===== src/rtl/rtc_pkg.sv =====
package rtc_pkg;
  // Register offsets; software depends on these values.
  localparam int unsigned OFS_SEC    = 32'h00;
  localparam int unsigned OFS_FRAC   = 32'h04;
  localparam int unsigned OFS_ASEC   = 32'h08;
  localparam int unsigned OFS_AFRAC  = 32'h0C;
  localparam int unsigned OFS_CTRL   = 32'h10;
  localparam int unsigned OFS_STAT   = 32'h14;
  localparam int unsigned OFS_IEN    = 32'h18;
  // Field positions inside the control, status and enable words.
  localparam int unsigned RUN_BIT    = 3;
  localparam int unsigned ALARM_BIT  = 4;
endpackage


===== src/rtl/rtc_tick_counter.sv =====
module rtc_tick_counter #(
  parameter int SEC_W  = 32,
  parameter int FRAC_W = 15,
  localparam int CNT_W = SEC_W + FRAC_W
) (
  input  logic             clk,
  input  logic             rst_n,
  input  logic             run_en,
  input  logic             sec_wr,
  input  logic             frac_wr,
  input  logic [SEC_W-1:0] wdata,
  output logic [CNT_W-1:0] count_q,
  output logic             tick
);
  logic armed_q;

  function automatic logic [CNT_W-1:0] f_advance(input logic [CNT_W-1:0] c);
    return c + CNT_W'(1);
  endfunction

  // A counting step happens only when no load is pending this cycle.
  assign tick = run_en && armed_q && !sec_wr && !frac_wr;

  always_ff @(posedge clk or negedge rst_n) begin
    if (!rst_n) begin
      count_q <= '0;
      armed_q <= 1'b0;
    end else begin
      if (sec_wr) begin
        count_q[CNT_W-1:FRAC_W] <= wdata;
        armed_q <= 1'b1;
      end
      if (frac_wr) count_q[FRAC_W-1:0] <= wdata[FRAC_W-1:0];
      if (tick) count_q <= f_advance(count_q);
    end
  end

  p_frozen_unarmed_r4: assert property (@(posedge clk) disable iff (!rst_n)
    (!armed_q && !sec_wr && !frac_wr) |=> count_q == $past(count_q));
  p_arm_sticky_r4: assert property (@(posedge clk) disable iff (!rst_n)
    armed_q |=> armed_q);
  p_step_one_r3: assert property (@(posedge clk) disable iff (!rst_n)
    tick |=> count_q == $past(count_q) + CNT_W'(1));
  p_load_keeps_frac_r5: assert property (@(posedge clk) disable iff (!rst_n)
    (sec_wr && !frac_wr) |=> count_q[FRAC_W-1:0] == $past(count_q[FRAC_W-1:0]));
endmodule


===== src/rtl/rtc_alarm_match.sv =====
module rtc_alarm_match #(
  parameter int SEC_W  = 32,
  parameter int FRAC_W = 15,
  localparam int CNT_W = SEC_W + FRAC_W
) (
  input  logic             clk,
  input  logic             rst_n,
  input  logic             asec_wr,
  input  logic             afrac_wr,
  input  logic [SEC_W-1:0] wdata,
  input  logic             tick,
  input  logic [CNT_W-1:0] count_q,
  input  logic             flag_clr,
  output logic [CNT_W-1:0] alarm_q,
  output logic             flag_q
);
  logic hit;

  function automatic logic f_matches(input logic [CNT_W-1:0] cur,
                                     input logic [CNT_W-1:0] target);
    return (cur + CNT_W'(1)) == target;
  endfunction

  // Only a counting step can match; loads of the count never do.
  assign hit = tick && f_matches(count_q, alarm_q);

  always_ff @(posedge clk or negedge rst_n) begin
    if (!rst_n) begin
      alarm_q <= '0;
      flag_q  <= 1'b0;
    end else begin
      if (asec_wr)  alarm_q[CNT_W-1:FRAC_W] <= wdata;
      if (afrac_wr) alarm_q[FRAC_W-1:0]     <= wdata[FRAC_W-1:0];
      flag_q <= hit || (flag_q && !flag_clr);
    end
  end

  p_flag_sticky_r8: assert property (@(posedge clk) disable iff (!rst_n)
    (flag_q && !flag_clr) |=> flag_q);
  p_flag_cause_r7: assert property (@(posedge clk) disable iff (!rst_n)
    $rose(flag_q) |-> $past(tick));
  p_set_wins_r8: assert property (@(posedge clk) disable iff (!rst_n)
    hit |=> flag_q);
endmodule


===== src/rtl/rtc_seconds_alarm.sv =====
module rtc_seconds_alarm #(
  parameter int DATA_W = 32,
  parameter int ADDR_W = 5,
  parameter int SEC_W  = 32,
  parameter int FRAC_W = 15
) (
  input  logic              clk,
  input  logic              rst_n,
  input  logic              wr_en,
  input  logic [ADDR_W-1:0] addr,
  input  logic [DATA_W-1:0] wr_data,
  output logic [DATA_W-1:0] rd_data,
  output logic              alarm_irq
);
  import rtc_pkg::*;
  localparam int CNT_W = SEC_W + FRAC_W;

  logic             run_q, ien_q, tick, flag_q;
  logic [CNT_W-1:0] count_q, alarm_q;
  logic             wr_sec, wr_frac, wr_asec, wr_afrac, wr_ctrl, wr_stat, wr_ien;

  function automatic logic f_sel(input logic [ADDR_W-1:0] a, input int unsigned ofs);
    return a == ADDR_W'(ofs);
  endfunction

  assign wr_sec   = wr_en && f_sel(addr, OFS_SEC);
  assign wr_frac  = wr_en && f_sel(addr, OFS_FRAC);
  assign wr_asec  = wr_en && f_sel(addr, OFS_ASEC);
  assign wr_afrac = wr_en && f_sel(addr, OFS_AFRAC);
  assign wr_ctrl  = wr_en && f_sel(addr, OFS_CTRL);
  assign wr_stat  = wr_en && f_sel(addr, OFS_STAT);
  assign wr_ien   = wr_en && f_sel(addr, OFS_IEN);

  always_ff @(posedge clk or negedge rst_n) begin
    if (!rst_n) begin
      run_q <= 1'b0;
      ien_q <= 1'b0;
    end else begin
      if (wr_ctrl) run_q <= wr_data[RUN_BIT];
      if (wr_ien)  ien_q <= wr_data[ALARM_BIT];
    end
  end

  rtc_tick_counter #(.SEC_W(SEC_W), .FRAC_W(FRAC_W)) u_count (
    .clk(clk), .rst_n(rst_n), .run_en(run_q), .sec_wr(wr_sec), .frac_wr(wr_frac),
    .wdata(wr_data[SEC_W-1:0]), .count_q(count_q), .tick(tick));

  rtc_alarm_match #(.SEC_W(SEC_W), .FRAC_W(FRAC_W)) u_alarm (
    .clk(clk), .rst_n(rst_n), .asec_wr(wr_asec), .afrac_wr(wr_afrac),
    .wdata(wr_data[SEC_W-1:0]), .tick(tick), .count_q(count_q),
    .flag_clr(wr_stat && wr_data[ALARM_BIT]), .alarm_q(alarm_q), .flag_q(flag_q));

  always_comb begin
    rd_data = '0;
    if (f_sel(addr, OFS_SEC))   rd_data = DATA_W'(count_q[CNT_W-1:FRAC_W]);
    if (f_sel(addr, OFS_FRAC))  rd_data = DATA_W'(count_q[FRAC_W-1:0]);
    if (f_sel(addr, OFS_ASEC))  rd_data = DATA_W'(alarm_q[CNT_W-1:FRAC_W]);
    if (f_sel(addr, OFS_AFRAC)) rd_data = DATA_W'(alarm_q[FRAC_W-1:0]);
    if (f_sel(addr, OFS_CTRL))  rd_data[RUN_BIT]   = run_q;
    if (f_sel(addr, OFS_STAT))  rd_data[ALARM_BIT] = flag_q;
    if (f_sel(addr, OFS_IEN))   rd_data[ALARM_BIT] = ien_q;
  end

  assign alarm_irq = flag_q && ien_q;

  p_irq_masked_r9: assert property (@(posedge clk) disable iff (!rst_n)
    !ien_q |-> !alarm_irq);
  p_irq_needs_flag_r9: assert property (@(posedge clk) disable iff (!rst_n)
    !flag_q |-> !alarm_irq);
endmodule


===== config.mk =====
export PLATFORM = sky130hd
export DESIGN_NAME = rtc_seconds_alarm
export DESIGN_NICKNAME = d
export VERILOG_FILES = /design/src/rtl/rtc_pkg.sv /design/src/rtl/rtc_tick_counter.sv /design/src/rtl/rtc_alarm_match.sv /design/src/rtl/rtc_seconds_alarm.sv
export SDC_FILE = /design/constraint.sdc
export NUM_CORES = 1
export LEC_CHECK = 0
export BUFFER_PORTS_ARGS = -buffer_cell sky130_fd_sc_hd__buf_2
export CAP_MARGIN = 10
export CORE_MARGIN = 1
export CORE_UTILIZATION = 60
export CTS_CLUSTER_DIAMETER = 30
export DETAILED_ROUTE_END_ITERATION = 10
export HOLD_SLACK_MARGIN = 0.15
export PLACE_DENSITY = 0.84
export REMOVE_ABC_BUFFERS = 1
export SLEW_MARGIN = 20
export SYNTH_ARGS = -nofsm -noshare
export SYNTH_HDL_FRONTEND = slang
export SYNTH_SLANG_ARGS = --single-unit
export TNS_END_PERCENT = 50

===== constraint.sdc =====
create_clock -name clk -period 5.3 [get_ports clk]
set_clock_uncertainty 0.1 [all_clocks]
set_input_delay 1.06 -clock clk [delete_from_list [all_inputs] [get_ports clk]]
set_output_delay 1.06 -clock clk [all_outputs]
set_load 0.02 [all_outputs]

==> flow_summary.json, run 1 <==
{
  "outcome": "finished clean",
  "synth_area_um2": 6810,
  "cp-start-kind": "input port",
  "area_growth_pct": 10.4,
  "switching_share": 0.373,
  "totalWireLength_um": 20600,
  "slew_viol_final": 0,
  "multiInputGateArea_um2": 4080,
  "period_needed_ps": 4360,
  "first_pass_iters": 5,
  "nFillCells": 852,
  "worstPathMaxFanout": 17,
  "clkTransAtPathRegs_ps": 60,
  "clockPowerShare": 0.267,
  "power_frac_comb": 0.303,
  "maxCapViolCount": 0,
  "ir_drop_uv": 272,
  "setup_slack_ps": 936,
  "hold_class": "reg -> reg",
  "clk_latency_ps": 360,
  "ioPinCount": 73,
  "register_area_um2": 2450,
  "chipHeight_um": 109,
  "fin_tns_setup_ps": 0,
  "ctsResizeCount": 0,
  "chipWidth_um": 109,
  "max_freq_mhz": 229,
  "min_period_over_period": 0.823,
  "htree_levels": 3,
  "synth.area.top_cells": "dfrtp_1 36%, xnor2_1 8.4%, mux2_2 8.1%",
  "p_per_area_nw_per_um2": 372,
  "initial_utilization": 0.623,
  "fin_nets": 839,
  "worstMarginPinSlew_ps": 867,
  "crit_required_ps": 4140,
  "vias": 6462,
  "cts_setup_buffers": 0,
  "netSwitchingPower_mw": 1.04,
  "async_flop_share": 1.00,
  "route.detailed.drc": 0,
  "cts_tree": "yes",
  "wl_per_cell_um": 21.8,
  "p_int_mw": 1.75,
  "antenna_found_initial": 0,
  "setup_violations": 0,
  "rsz0062_at_grt": "false",
  "cts_sinks": 98,
  "p_leak_nw": 3.21,
  "critPathKind": "in -> out",
  "ant_nets": 0,
  "end_kind": "primary output",
  "grt_overflow_total": 0,
  "yosys_warnings": 0,
  "ys_seq_area_frac": 0.360,
  "ys_ff_latch": 98,
  "relSlewSlack": 0.417,
  "finalHoldViolCount": 0,
  "port_buffers": 72,
  "synth_top_cell_area_share": 0.360,
  "core_area_um2": 10900,
  "cts.path.max_buffers": 2,
  "seqPwrFrac": 0.430,
  "rows": 38,
  "critPathArrivalTime_ps": 3200,
  "gp_congestion": 0.979,
  "synth_flop_cell": "dfrtp_1",
  "avgSynthCellArea_um2": 8.88,
  "fin_cells": 942,
  "antenna_cells": 0,
  "grt_pass1_vias": 6272,
  "cts_hold_buf": 0,
  "synth_top_cell_by_area": "dfrtp_1",
  "synth.distinct_cells": 63,
  "die_area_um2": 11800,
  "grt_first_pass_wirelength_um": 32600,
  "hpwl_um": 14400,
  "root_buffer": "clkbuf_16",
  "grt_usage": 0.367,
  "dpl_worst_slack_ps": 954,
  "syn_inst": 767,
  "cts_made_buffers": 9,
  "drtIter0Drc": 597,
  "place_inst": 926,
  "grt_max_degree": 58,
  "drive_above_1_share": 0.206,
  "synth_edf_count": 0,
  "viasPerCell": 6.86
}
## per-layer routing
| metal | wire length, µm | GRT usage |
|---|---|---|
| met1 | 8060 | 0.460 |
| met2 | 9630 | 0.595 |
| met3 | 1850 | 0.0627 |
| met4 | 1020 | 0.210 |
| met5 | 0 | 0 |
## final timing paths
kind	start	depth (start not counted)	endpoint	slack (ps)
hold reg to reg	u_count.armed_q	1	u_count.armed_q	410
max in group asynchronous	rst_n	2	u_count.count_q[27]	3390
hold / removal	u_count.armed_q	1	u_count.armed_q	410
setup reg to reg	u_count.count_q[16]	7	u_alarm.flag_q	1850
setup / recovery	addr[3]	6	rd_data[28]	940
min in group asynchronous	rst_n	1	u_alarm.alarm_q[33]	660
## sequential cells by signal, indices dropped and copies added (netlist names)
signal / cells
u_alarm.alarm_q: 47
u_alarm.flag_q: 1
u_count.armed_q: 1
ien_q: 1
u_count.count_q: 47
run_q: 1
## kinds of logic (layout without fill, tap and decap cells)
| group | Yosys count | count (layout) | synth area share |
|---|---|---|---|
| and+or+nand+nor | 296 | 296 | 0.231 |
| AOI/OAI and AO/OA | 158 | 158 | 0.163 |
| DFF | 98 | 98 | 0.360 |
| xor gates and xnor gates | 87 | 87 | 0.112 |
| buffers and inverters | 72 | 107 | 0.0426 |
| muxes | 54 | 54 | 0.0884 |
| adders and majority gates | 2 | 2 | 0.00367 |
## power groups by stage
stage / logic (mW) / registers (mW) / clock network [mW]
2_1_floorplan: 0.608 / 1.12 / 0
3_3_place_gp: 0.798 / 1.19 / 0
3_5_place_dp: 0.821 / 1.20 / 0
4_1_cts: 0.830 / 1.19 / 0.750
5_1_grt: 0.913 / 1.23 / 0.776
6_report: 0.847 / 1.20 / 0.747
## worst max-delay path, cell delays in order
cell    delay [ps]
buf_2          130
or4_1          620
nor2_2         670
buf_4          370
a22o_1         170
buf_2          160
## Yosys cell counts (all sizes together), types with 12 or more instances
| cell type | count |
|---|---|
| nor4 | 28 |
| xor2 | 22 |
| a222oi | 13 |
| clkbuf | 50 |
| nor3 | 21 |
| mux2 | 49 |
| nor2 | 72 |
| xnor2 | 65 |
| o21ai | 33 |
| nand4 | 27 |
| a22o | 17 |
| a22oi | 12 |
| nand3 | 26 |
| a21oi | 40 |
| and4 | 14 |
| buf | 14 |
| dfrtp | 98 |
| nand2 | 67 |
## cells in the final DEF (no fill, tap or decap), types with 17 or more instances in the layout
master	instances
nor2_1	70
nor3_1	21
nand2_1	67
o21ai_0	33
buf_2	71
mux2_2	49
xor2_1	22
nand3_1	24
a21oi_1	40
nor4_1	22
dfrtp_1	98
nand4_1	26
xnor2_1	65
a22o_1	17
## cell type report
class                   instances  area share
inverters                       8     0.00399
clock inverters                 4     0.00965
clock buffers                  12      0.0354
multi-input cells             597       0.542
flip-flops and latches         98       0.326
repair buffers                 83      0.0592
well taps                     140      0.0233
## through the flow
step | area [µm²] | utilization | hold WS (ps) | power, mW
3_3_place_gp | 7170 | 0.656 | 372 | 1.99
2_1_floorplan | 6550 | - | 355 | 1.72
3_5_place_dp | 7170 | 0.656 | 382 | 2.02
4_1_cts | 7510 | 0.687 | 396 | 2.77
5_1_grt | 7520 | 0.688 | 400 | 2.91
6_report | 7520 | 0.688 | 405 | 2.79
(Power assumes the default switching activity.)
==> run 2: changes to the inputs <==
- clock period: 5.3 -> 4.2 ns (I/O delays scaled with it)
==> run 2 against run 1 <==
  * Critical path type unchanged
  * Register-to-register slack lost 1100 ps
  * Utilization down 0.25 points
  * Worst setup slack worse by 280 ps
  * First-iteration DRC count grew 5.9%
  * Largest power group unchanged
  * Critical endpoint is now rd_data[3]
  * Power grew 22%
  * Clock-buffer cell count decreased by 2
  * Combinational power increased by 25%
==> flow_summary.json, run 2 (same netlist as run 1, synthesis figures left out) <==
{
  "antenna_found_initial": 0,
  "rows": 38,
  "setup_violations": 0,
  "cts_made_buffers": 9,
  "grt_pass1_vias": 6270,
  "period_needed_ps": 3540,
  "clkTransAtPathRegs_ps": 70,
  "chipWidth_um": 109,
  "grt_usage": 0.360,
  "rsz0062_at_grt": "false",
  "relSlewSlack": 0.298,
  "ir_drop_uv": 281,
  "nFillCells": 867,
  "crit_required_ps": 3260,
  "end_kind": "primary output",
  "grt_overflow_total": 0,
  "gp_congestion": 1.00,
  "chipHeight_um": 109,
  "fin_util": 0.685,
  "cts_setup_buffers": 0,
  "reg_top3": "u_alarm.alarm_q (47), u_count.count_q (47)",
  "power_mw": 3.42,
  "regToRegEndpoint": "u_alarm.flag_q",
  "fin_nets": 843,
  "critPathArrivalTime_ps": 2600,
  "initial_utilization": 0.623,
  "drive_above_1_share": 0.207,
  "p_leak_nw": 3.20,
  "cts_tree": "yes",
  "hold_class": "reg -> reg",
  "grt_first_pass_wirelength_um": 32300,
  "route.detailed.drc": 0,
  "slew_viol_final": 0,
  "totalWireLength_um": 20400,
  "htree_levels": 3,
  "antenna_cells": 0,
  "outcome": "finished clean",
  "cts.path.max_buffers": 2,
  "die_area_um2": 11800,
  "viasPerCell": 6.87,
  "worstReg2RegStart": "u_count.count_q[17]",
  "cp-start-kind": "input port",
  "first_pass_iters": 5,
  "worstMarginPinSlew_ps": 1040,
  "area_growth_pct": 10.0,
  "min_period_over_period": 0.844,
  "ant_nets": 0,
  "p_per_area_nw_per_um2": 457,
  "final_cell_mix": "98 x dfrtp_1, 71 x buf_2, 70 x nor2_1, 67 x nand2_1, 65 x xnor2_1",
  "wl_per_cell_um": 21.6,
  "worstPathMaxFanout": 9,
  "ioPinCount": 73,
  "ctsResizeCount": 0,
  "finalHoldViolCount": 0,
  "fin_tns_setup_ps": 0,
  "critPathKind": "in -> out",
  "grt_max_degree": 60,
  "cts_hold_buf": 0,
  "ff2ff_path_depth": 7,
  "holdPathEnd": "u_count.armed_q",
  "cts_sinks": 98,
  "root_buffer": "clkbuf_16",
  "r2r_slack_ps": 710,
  "hpwl_um": 14600,
  "core_area_um2": 10900,
  "maxCapViolCount": 0,
  "hold_depth": 1,
  "drtIter0Drc": 632,
  "vias": 6499,
  "port_buffers": 72,
  "clk_latency_ps": 370,
  "max_freq_mhz": 282,
  "worstHoldStart": "u_count.armed_q",
  "final_common_cell": "dfrtp_1"
}
[run 2: cell types whose count changed in the layout (fill, tap and decap cells not counted)]
| cell | delta |
|---|---|
| buf_4 | +4 |
| nand3_2 | -1 |
| clkinv_2 | +3 |
| clkbuf_8 | -3 |
| bufinv_16 | -1 |
| nand3_1 | +1 |
| clkbuf_1 | +1 |
[run 2: area by class of cell]
class / count / area, µm² / area share
Clock inverter: 6 / 57.6 / 0.00768
Inverter: 8 / 30.0 / 0.00401
Timing Repair Buffer: 87 / 475 / 0.0635
Tap cell: 140 / 175 / 0.0234
Multi-Input combinational cell: 597 / 4070 / 0.544
Clock buffer: 10 / 229 / 0.0306
Sequential cell: 98 / 2450 / 0.327
[run 2: power by group]
part	internal [mW]	switching (mW)	total, mW
combinational	0.498	0.566	1.06
clock	0.458	0.380	0.838
sequential	1.15	0.374	1.52
total	2.10	1.32	3.42
[run 2: critical path: stages]
cell     delay (ps)
buf_2           140
nor3_1          220
nand2_1         130
nor2_2          450
a22oi_1         220
a21o_1          220
a32oi_1         190
buf_2           200
[run 2: worst max-delay path by stage]
stage	startpoint	end	slack, ps
floorplan	addr[3]	rd_data[0]	90
global placement	addr[3]	rd_data[4]	840
detailed placement	addr[2]	rd_data[3]	720
CTS	addr[2]	rd_data[3]	710
global route	addr[2]	rd_data[3]	470
finish	addr[2]	rd_data[3]	660
[run 2: metrics by stage]
stage               cells  setup WS, ps  cell area, µm²  hold WS [ps]
finish                946           657            7490           416
global route          946           475            7490           441
CTS                   946           708            7490           402
detailed placement    930           725            7200           382
global placement      930           842            7200           371
floorplan             703          92.7            6550           355
[run 2: routing by layer]
metal  share of wire  GRT usage  wire [µm]  vias to the layer above
met5               0          0          0                        -
met1            0.41      0.462       8420                     3145
met3           0.084     0.0778       1710                       79
met2            0.46      0.565       9370                      379
met4           0.044      0.198        906                        0
li1                -          -          -                     2896
